[config.mk]
export PLATFORM = sky130hd
export DESIGN_NAME = tx_prio_mux
export DESIGN_NICKNAME = d
export VERILOG_FILES = /design/src/rtl/tx_prio_mux_pkg.sv /design/src/rtl/txm_prio_pick.sv /design/src/rtl/txm_pkt_lock.sv /design/src/rtl/txm_beat_route.sv /design/src/rtl/tx_prio_mux.sv
export SDC_FILE = /design/constraint.sdc
export NUM_CORES = 1
export LEC_CHECK = 0
export BUFFER_PORTS_ARGS = -buffer_cell sky130_fd_sc_hd__buf_2
export CORE_AREA = 5 5 82 84
export CTS_CLUSTER_DIAMETER = 150
export DETAILED_ROUTE_END_ITERATION = 12
export DIE_AREA = 0 0 87 89
export HOLD_SLACK_MARGIN = 0.15
export PLACE_DENSITY = 0.76
export SKIP_CTS_REPAIR_TIMING = 1
export SYNTH_ARGS = -nofsm -noshare
export SYNTH_HDL_FRONTEND = slang
export SYNTH_SLANG_ARGS = --single-unit
[constraint.sdc]
create_clock -name clk -period 6.6 [get_ports clk]
set_input_delay 1.32 -clock clk [delete_from_list [all_inputs] [get_ports clk]]
set_output_delay 1.32 -clock clk [all_outputs]
set_load 0.01 [all_outputs]
[src/rtl/tx_prio_mux_pkg.sv]
// Package: shared constants for the transmit packet priority multiplexer.
// Assumes producer index equals rank; index 0 is served first.
package tx_prio_mux_pkg;

    // Roles of the default five producers, in rank order.
    typedef enum int unsigned {
        SRC_CPL    = 0,
        SRC_DMA_WR = 1,
        SRC_DMA_RD = 2,
        SRC_DESC_A = 3,
        SRC_DESC_B = 4
    } src_role_e;

    localparam int DEF_NUM_SRC = 5;
    localparam int DEF_DATA_W  = 32;

endpackage

[src/rtl/txm_prio_pick.sv]
// Fixed-rank picker: grants the lowest-indexed requester.
// Assumes NUM_SRC >= 2. Purely combinational.
module txm_prio_pick #(
    parameter int NUM_SRC = tx_prio_mux_pkg::DEF_NUM_SRC,
    localparam int IDX_W  = $clog2(NUM_SRC)
) (
    input  logic [NUM_SRC-1:0] req,
    output logic [NUM_SRC-1:0] gnt_oh,
    output logic [IDX_W-1:0]   gnt_idx,
    output logic               any_req
);

    logic [NUM_SRC:0] blocked;

    assign blocked[0] = 1'b0;

    for (genvar g = 0; g < NUM_SRC; g++) begin : g_rank
        // Each stage is blocked by any requester of better rank.
        assign blocked[g+1] = blocked[g] | req[g];
        assign gnt_oh[g]    = req[g] & ~blocked[g];
    end

    assign any_req = blocked[NUM_SRC];

    // Encode the one-hot grant into an index.
    always_comb begin
        gnt_idx = '0;
        for (int i = 0; i < NUM_SRC; i++) begin
            if (gnt_oh[i]) gnt_idx = IDX_W'(i);
        end
    end

endmodule

[src/rtl/txm_pkt_lock.sv]
// Packet lock: freezes the chosen producer from the first presentation
// of its start beat until its end beat is accepted by the port.
// Assumes owners never drop valid mid-packet.
module txm_pkt_lock #(
    parameter int NUM_SRC = tx_prio_mux_pkg::DEF_NUM_SRC,
    localparam int IDX_W  = $clog2(NUM_SRC)
) (
    input  logic             clk,
    input  logic             rst_n,
    input  logic             any_req,
    input  logic [IDX_W-1:0] pick_idx,
    input  logic             beat_take,
    input  logic             beat_eop,
    output logic [IDX_W-1:0] sel_idx,
    output logic             sel_vld
);

    logic             busy_q;
    logic [IDX_W-1:0] owner_q;
    logic             pkt_done;

    assign pkt_done = beat_take & beat_eop;

    // Track ownership between packet boundaries.
    always_ff @(posedge clk) begin
        if (!rst_n) begin
            busy_q  <= 1'b0;
            owner_q <= '0;
        end else if (!busy_q) begin
            if (any_req) begin
                owner_q <= pick_idx;
                busy_q  <= !pkt_done;
            end
        end else if (pkt_done) begin
            busy_q <= 1'b0;
        end
    end

    // Owner while locked, fresh pick while idle.
    always_comb begin
        sel_idx = busy_q ? owner_q : pick_idx;
        sel_vld = busy_q | any_req;
    end

endmodule

[src/rtl/txm_beat_route.sv]
// Beat router: steers the selected producer's beat to the port and
// returns the port's ready to that producer only.
// Assumes sel_idx < NUM_SRC whenever sel_vld is high.
module txm_beat_route #(
    parameter int NUM_SRC = tx_prio_mux_pkg::DEF_NUM_SRC,
    parameter int DATA_W  = tx_prio_mux_pkg::DEF_DATA_W,
    localparam int IDX_W  = $clog2(NUM_SRC)
) (
    input  logic [NUM_SRC-1:0]        src_valid,
    input  logic [NUM_SRC-1:0]        src_sop,
    input  logic [NUM_SRC-1:0]        src_eop,
    input  logic [NUM_SRC*DATA_W-1:0] src_data,
    output logic [NUM_SRC-1:0]        src_ready,
    input  logic [IDX_W-1:0]          sel_idx,
    input  logic                      sel_vld,
    input  logic                      tx_ready,
    output logic                      tx_valid,
    output logic                      tx_sop,
    output logic                      tx_eop,
    output logic [DATA_W-1:0]         tx_data
);

    for (genvar g = 0; g < NUM_SRC; g++) begin : g_rdy
        // Ready reaches only the selected producer.
        assign src_ready[g] = sel_vld && (sel_idx == IDX_W'(g)) && tx_ready;
    end

    // Forward the selected beat.
    always_comb begin
        tx_valid = sel_vld && src_valid[sel_idx];
        tx_sop   = src_sop[sel_idx];
        tx_eop   = src_eop[sel_idx];
        tx_data  = src_data[sel_idx*DATA_W +: DATA_W];
    end

endmodule

[src/rtl/tx_prio_mux.sv]
// Transmit packet priority multiplexer top.
// Picks a producer by fixed rank at packet boundaries, locks it for
// the whole packet and streams its beats with ready passed through.
// Assumes producers present a start beat only with the full packet held.
module tx_prio_mux #(
    parameter int NUM_SRC = tx_prio_mux_pkg::DEF_NUM_SRC,
    parameter int DATA_W  = tx_prio_mux_pkg::DEF_DATA_W
) (
    input  logic                      clk,
    input  logic                      rst_n,
    input  logic [NUM_SRC-1:0]        src_valid,
    input  logic [NUM_SRC-1:0]        src_sop,
    input  logic [NUM_SRC-1:0]        src_eop,
    input  logic [NUM_SRC*DATA_W-1:0] src_data,
    output logic [NUM_SRC-1:0]        src_ready,
    output logic                      tx_valid,
    output logic                      tx_sop,
    output logic                      tx_eop,
    output logic [DATA_W-1:0]         tx_data,
    input  logic                      tx_ready
);

    localparam int IDX_W = $clog2(NUM_SRC);

    logic [NUM_SRC-1:0] req;
    logic [NUM_SRC-1:0] gnt_oh;
    logic [IDX_W-1:0]   pick_idx;
    logic               any_req;
    logic [IDX_W-1:0]   sel_idx;
    logic               sel_vld;

    // A producer requests only with a start beat on offer.
    assign req = src_valid & src_sop;

    txm_prio_pick #(.NUM_SRC(NUM_SRC)) u_pick (
        .req     (req),
        .gnt_oh  (gnt_oh),
        .gnt_idx (pick_idx),
        .any_req (any_req)
    );

    txm_pkt_lock #(.NUM_SRC(NUM_SRC)) u_lock (
        .clk       (clk),
        .rst_n     (rst_n),
        .any_req   (any_req && (gnt_oh != '0)),
        .pick_idx  (pick_idx),
        .beat_take (tx_valid && tx_ready),
        .beat_eop  (tx_eop),
        .sel_idx   (sel_idx),
        .sel_vld   (sel_vld)
    );

    txm_beat_route #(.NUM_SRC(NUM_SRC), .DATA_W(DATA_W)) u_route (
        .src_valid (src_valid),
        .src_sop   (src_sop),
        .src_eop   (src_eop),
        .src_data  (src_data),
        .src_ready (src_ready),
        .sel_idx   (sel_idx),
        .sel_vld   (sel_vld),
        .tx_ready  (tx_ready),
        .tx_valid  (tx_valid),
        .tx_sop    (tx_sop),
        .tx_eop    (tx_eop),
        .tx_data   (tx_data)
    );

endmodule

# Word level (Yosys, flattened, before mapping)
# Index checks and enable logic that the tools add are counted.
[classes]
order_cmp = 1
n_shift = 1
muxes = 14
eq_ne = 4
n_reduce_logical = 17
bitwise_logic = 16
[ops]
columns = ["cell", "n"]
rows = [
  ["160-bit by 9-bit variable part select with 32-bit output", 1],
  ["1-bit logical AND", 13],
  ["3-bit 2-to-1 mux", 4],
  ["1-bit binary-select mux with 3-bit select", 3],
  ["1-bit 2-to-1 mux", 7],
  ["3-bit by 2-bit == test with 1-bit output, second input constant", 2],
  ["1-bit bitwise AND", 5],
  ["5-bit bitwise AND", 1],
  ["1-bit NOT", 5],
  ["1-bit OR", 5],
  ["5-bit nonzero test", 1],
  ["3-bit by 4-bit less-than comparator with 1-bit output, second input constant", 1],
  ["3-bit by 1-bit == test with 1-bit output, second input constant", 1],
  ["3-bit == test, second input constant", 1],
  ["3-bit logical NOT", 1],
  ["2-bit AND reduction", 1],
  ["1-bit logical NOT", 1],
]
[totals]
ff_bits = 4
in_bits = 178

# Logic depth before layout (Yosys ltp)
[depth]
word_depth = 16
depth_mapped = 8

# By module
# Synthesis repeated with hierarchy kept, for this count alone.
[hier_totals]
hier_cells = 252
area_unflattened_um2 = 2067.0
[by_module_without_submodules]
columns = ["module", "n_inst", "area_per_inst_um2", "seq_area_each_um2", "cells_per_inst"]
rows = [
  ["txm_beat_route", 1, 1739.2, 0.0, 211],
  ["txm_pkt_lock", 1, 191.4, 80.1, 20],
  ["txm_prio_pick", 1, 83.8, 0.0, 13],
  ["tx_prio_mux", 1, 52.6, 0.0, 8],
]

# Worst setup path before layout
# No wires, ideal clock.
[synth_timing]
kind = "in2out"
startpoint = "input port src_valid[1]"
endpoint = "output port tx_data[10]"
path_stages = 7
required_time_ns = 5.280
path_buffers = 3
slack_ns = 2.263
arrival_time_ns = 3.017
cell_sequence = "buf_2 -> a221oi_4 -> a22o_1 -> buf_4 -> clkbuf_1 -> mux4_2 -> a22o_1"
[synth_via]
elab_chain_len = 9
elab_cells_between_ends = 17
[synth_lines]
columns = ["element", "line", "source"]
rows = [
  ["start, declared", "tx_prio_mux.sv:11", "input logic [NUM_SRC-1:0] src_valid,"],
  ["5-bit bitwise AND *", "tx_prio_mux.sv:33", "assign req = src_valid & src_sop;"],
  ["1-bit OR", "txm_prio_pick.sv:19", "assign blocked[g+1] = blocked[g] | req[g];"],
  ["1-bit NOT or 1-bit OR (tied branches)", "txm_prio_pick.sv:20, txm_prio_pick.sv:19", ""],
  ["1-bit bitwise AND (tied with other cells)", "txm_prio_pick.sv:20", "assign gnt_oh[g] = req[g] & ~blocked[g];"],
  ["3-bit 2-to-1 mux (tied with other cells)", "txm_prio_pick.sv:29", "if (gnt_oh[i]) gnt_idx = IDX_W'(i);"],
  ["3-bit 2-to-1 mux or 1-bit bitwise AND (tied branches)", "txm_prio_pick.sv:29, txm_prio_pick.sv:20", ""],
  ["3-bit 2-to-1 mux *", "txm_prio_pick.sv:29", ""],
  ["3-bit 2-to-1 mux *", "txm_pkt_lock.sv:41", "sel_idx = busy_q ? owner_q : pick_idx;"],
  ["160-bit by 9-bit variable part select with 32-bit output *", "txm_beat_route.sv:33", "tx_data = src_data[sel_idx*DATA_W +: DATA_W];"],
  ["end, declared", "tx_prio_mux.sv:19", "output logic [DATA_W-1:0] tx_data,"],
]
# Mark *: on every way between the ends. The rest lies on a longest branch, timed or not.

# Final worst setup path
[layout_timing]
startpoint = "input port src_sop[0]"
endpoint = "output port tx_data[0]"
[layout_via]
elab_chain_len = 9
elab_cells_between_ends = 18
[layout_lines]
columns = ["element", "line", "source"]
rows = [
  ["start, declared", "tx_prio_mux.sv:12", "input logic [NUM_SRC-1:0] src_sop,"],
  ["5-bit bitwise AND *", "tx_prio_mux.sv:33", ""],
  ["1-bit NOT or 1-bit OR (tied branches)", "txm_prio_pick.sv:20, txm_prio_pick.sv:19", ""],
  ["1-bit bitwise AND (tied with other cells)", "txm_prio_pick.sv:20", ""],
  ["1-bit 2-to-1 mux (tied with other cells)", "txm_prio_pick.sv:29", ""],
  ["3-bit 2-to-1 mux (tied with other cells)", "txm_prio_pick.sv:29", ""],
  ["3-bit 2-to-1 mux or 1-bit bitwise AND (tied branches)", "txm_prio_pick.sv:29, txm_prio_pick.sv:20", ""],
  ["3-bit 2-to-1 mux *", "txm_prio_pick.sv:29", ""],
  ["3-bit 2-to-1 mux *", "txm_pkt_lock.sv:41", ""],
  ["160-bit by 9-bit variable part select with 32-bit output *", "txm_beat_route.sv:33", ""],
]
# Marked as above.

==> results.yml <==
hold_path:
  hold_depth: 2
  hold_path_startpoint: "u_lock.owner_q[1]"
  holdCritPathClass: "register to register"
route:
  wl_per_cell_um: 19.1
  first_iter_violations: 125
  wirelength_mm: 8.16
  drc: 0
  avgViaCountPerCell: 5.54
  firstDrtPassIters: 4
  antenna_left: 0
  vias: 2369
clock_tree:
  htree_levels: 1
  path_clk_slew_ns: 0.03
  cts.path.max_buffers: 2
  cts_root_buf: "clkbuf_8"
  clkSinkCount: 4
  cts_tree: "built"
  worstSkewPairLatency_ns: 0.21
  cts_buffers: 3
run_status:
  status: "finished, final reports clean"
sta:
  slew_headroom: 0.396
  worstMarginPinSlew_ns: 0.906
  tns_ns: 0
  hold_viol: 0
  min_period_ns: 4.94
  rsz0062_at_grt: "false"
  fin_crit_sh: 0.749
  clock.fmax_mhz: 202
  slew_viol_final: 0
  finalWorstSetupSlack_ns: 1.66
  final.setup_skew_ns: 0.000112
  setup_violations: 0
global_routing:
  grt_pass1_vias: 2465
  grt_pass1_wl_mm: 11.5
  antenna_found_initial: 1
  grt_max_degree: 38
  grt.total_usage: 0.188
  grt.overflow.total: 0
setup_path:
  cpMostUsedCell: "buf_2"
  crit_chain: "buf_2 > a21oi_2 > nor2_1 > nor2_4 > buf_12 > mux4_1 > a22o_1 > buf_2"
  r2r_end: "u_lock.busy_q"
  crit_fanout: 18
  startpoint_type: "input pin"
  crit_path_end: "tx_data[0]"
  crit_path_top_delay_cell: "nor2_4"
  startpoint: "src_sop[0]"
  max_stage_delay_ns: 0.56
  timing.rr.start: "u_lock.busy_q"
  cp-end-kind: "output port"
  crit_family: "simple AND/OR/NAND/NOR gates"
  critical_path_class: "input pin to output port"
  crit_cells: 8
  r2r_cells: 7
  crit_buf_inv: 3
  rrSetupSlack_ns: 4.08
  arrival_ns: 3.62
  crit_required_ns: 5.28
place:
  portBuffers: 217
  gp_congestion: 0.831
  dp_hpwl_mm: 7.06
  dp_slack_ns: 1.62
synthesis:
  syn_nets: 322
  synth_area_sq_um: 1620
  ys_ff_latch: 4
  synth_ff_type: "dfxtp_1"
  yosysWarningCount: 0
  yosys.area.top_type: "mux4_2"
  synth-edff-count: 0
  synth.area.top_cells: "mux4_2, a22o_1, dfxtp_1"
  postSynthCellCount: 144
  yosysUniqueCellTypes: 37
  syn_area_per_cell_sq_um: 11.3
  synth_top_cell_area_share: 0.444
  yosysSeqAreaShare: 0.0493
  synthArstFlopShare: 0
die:
  initial_utilization: 0.278
  fp.dieW_um: 87
  rows: 28
  die_h_um: 89
  coreArea_sq_um: 5850
  ios: 218
  die_area_sq_um: 7740
cells_and_area:
  n_antenna_cell: 0
  layout-drive-gt1-share: 0.748
  area_delta_synth_final_pct: 73.3
  nets: 533
power_and_ir_drop:
  powerDensity_nw_per_um2: 128
  p_clk_frac: 0.140
  switchingPower_mw: 0.140
  seq_power_share: 0.086
  p_leak_nw: 1.45
  power.internal_mw: 0.221
  switching_share: 0.388
  p_comb_frac: 0.774
  max-vdd-ir-drop_uv: 97.3
flow_run:
  maxCapViolCount: 0
-- cell type report --
| cell class | instances | area (sq um) |
|---|---|---|
| fill | 548 | 3040 |
| multi-input combinational | 124 | 1470 |
| timing repair buffer | 221 | 1130 |
| tap | 75 | 93.8 |
| sequential | 4 | 80.1 |
| clock buffer | 3 | 41.3 |
| inverter | 1 | 3.75 |
-- how the worst min path moves through the flow --
stage	to	slack, ns
2_1_floorplan	u_lock.owner_q[2]	0.47
3_3_place_gp	u_lock.owner_q[1]	0.49
5_1_grt	u_lock.owner_q[1]	0.53
4_1_cts	u_lock.owner_q[1]	0.51
3_5_place_dp	u_lock.owner_q[1]	0.50
6_report	u_lock.owner_q[1]	0.50
-- cells in the mapped netlist, types with 3 or more instances --
| cell | number |
|---|---|
| a22o_1 | 37 |
| mux4_2 | 32 |
| nand2_1 | 9 |
| clkbuf_1 | 6 |
| buf_4 | 5 |
| dfxtp_1 | 4 |
| nor2_1 | 4 |
| a21boi_0 | 3 |
| and2_1 | 3 |
| buf_2 | 3 |
| nor3_1 | 3 |
| nor3b_1 | 3 |
| o21ai_0 | 3 |
-- logic make-up (layout without fill, tap and decap cells) --
group,after synthesis,count (layout),share of synthesized area
multiplexers,34,34,0.466
flip-flops,4,4,0.0493
AO/OA/AOI/OAI,62,62,0.345
AND/OR/NAND/NOR,28,28,0.0886
buffers and inverters,16,225,0.0508
-- worst reg2reg max path: cells and delay by family, from the launching register on --
family	cells	cell delay, ns
simple gates	1	0.08
buf+inv	1	0.30
flops	1	0.66
compound gates	5	1.33
-- flip-flops by register name, summed over array words and instances (netlist names) --
signal	count
u_lock.owner_q	3
u_lock.busy_q	1
-- cell usage in the layout, fill, tap and decap left out, types with 2 or more instances in the layout --
cell	count
buf_2	217
a22o_1	36
mux4_2	32
nand2_1	9
nor2_1	4
dfxtp_1	4
and2_1	3
nor3b_1	3
nor3_1	3
o21ai_0	3
a21boi_0	3
clkbuf_8	3
buf_4	3
a22oi_1	2
a21oi_1	2
a211oi_1	2
a211o_1	2
nand4_1	2
-- metrics by stage --
step                cells  power (mW)  cell area, sq um  utilization  hold slack, ns
finish                428       0.361              2820        0.481           0.503
CTS                   428       0.364              2820        0.481           0.506
global placement      425       0.307              2770        0.474           0.488
detailed placement    425       0.312              2770        0.474           0.501
floorplan             144       0.197              1620            -           0.467
global route          428       0.388              2820        0.481           0.535
-- power groups by stage --
stage	clock network, mW	logic (mW)	registers, mW
final	0.0506	0.279	0.0310
after global routing	0.0553	0.301	0.0315
after CTS	0.0519	0.282	0.0308
after detailed placement	0	0.281	0.0311
after global placement	0	0.276	0.0311
after floorplan	0	0.168	0.0287
-- metal layers --
layer  wire (um)  share of wire  vias to the layer above  track usage
li1            -              -                     1069            -
met1        3070           0.38                     1159        0.237
met2        4200           0.51                      121        0.328
met3         737          0.090                       18       0.0507
met4         136          0.017                        2       0.0312
met5          13         0.0016                        -            0
Note: power is estimated with default switching activity, not from simulation.
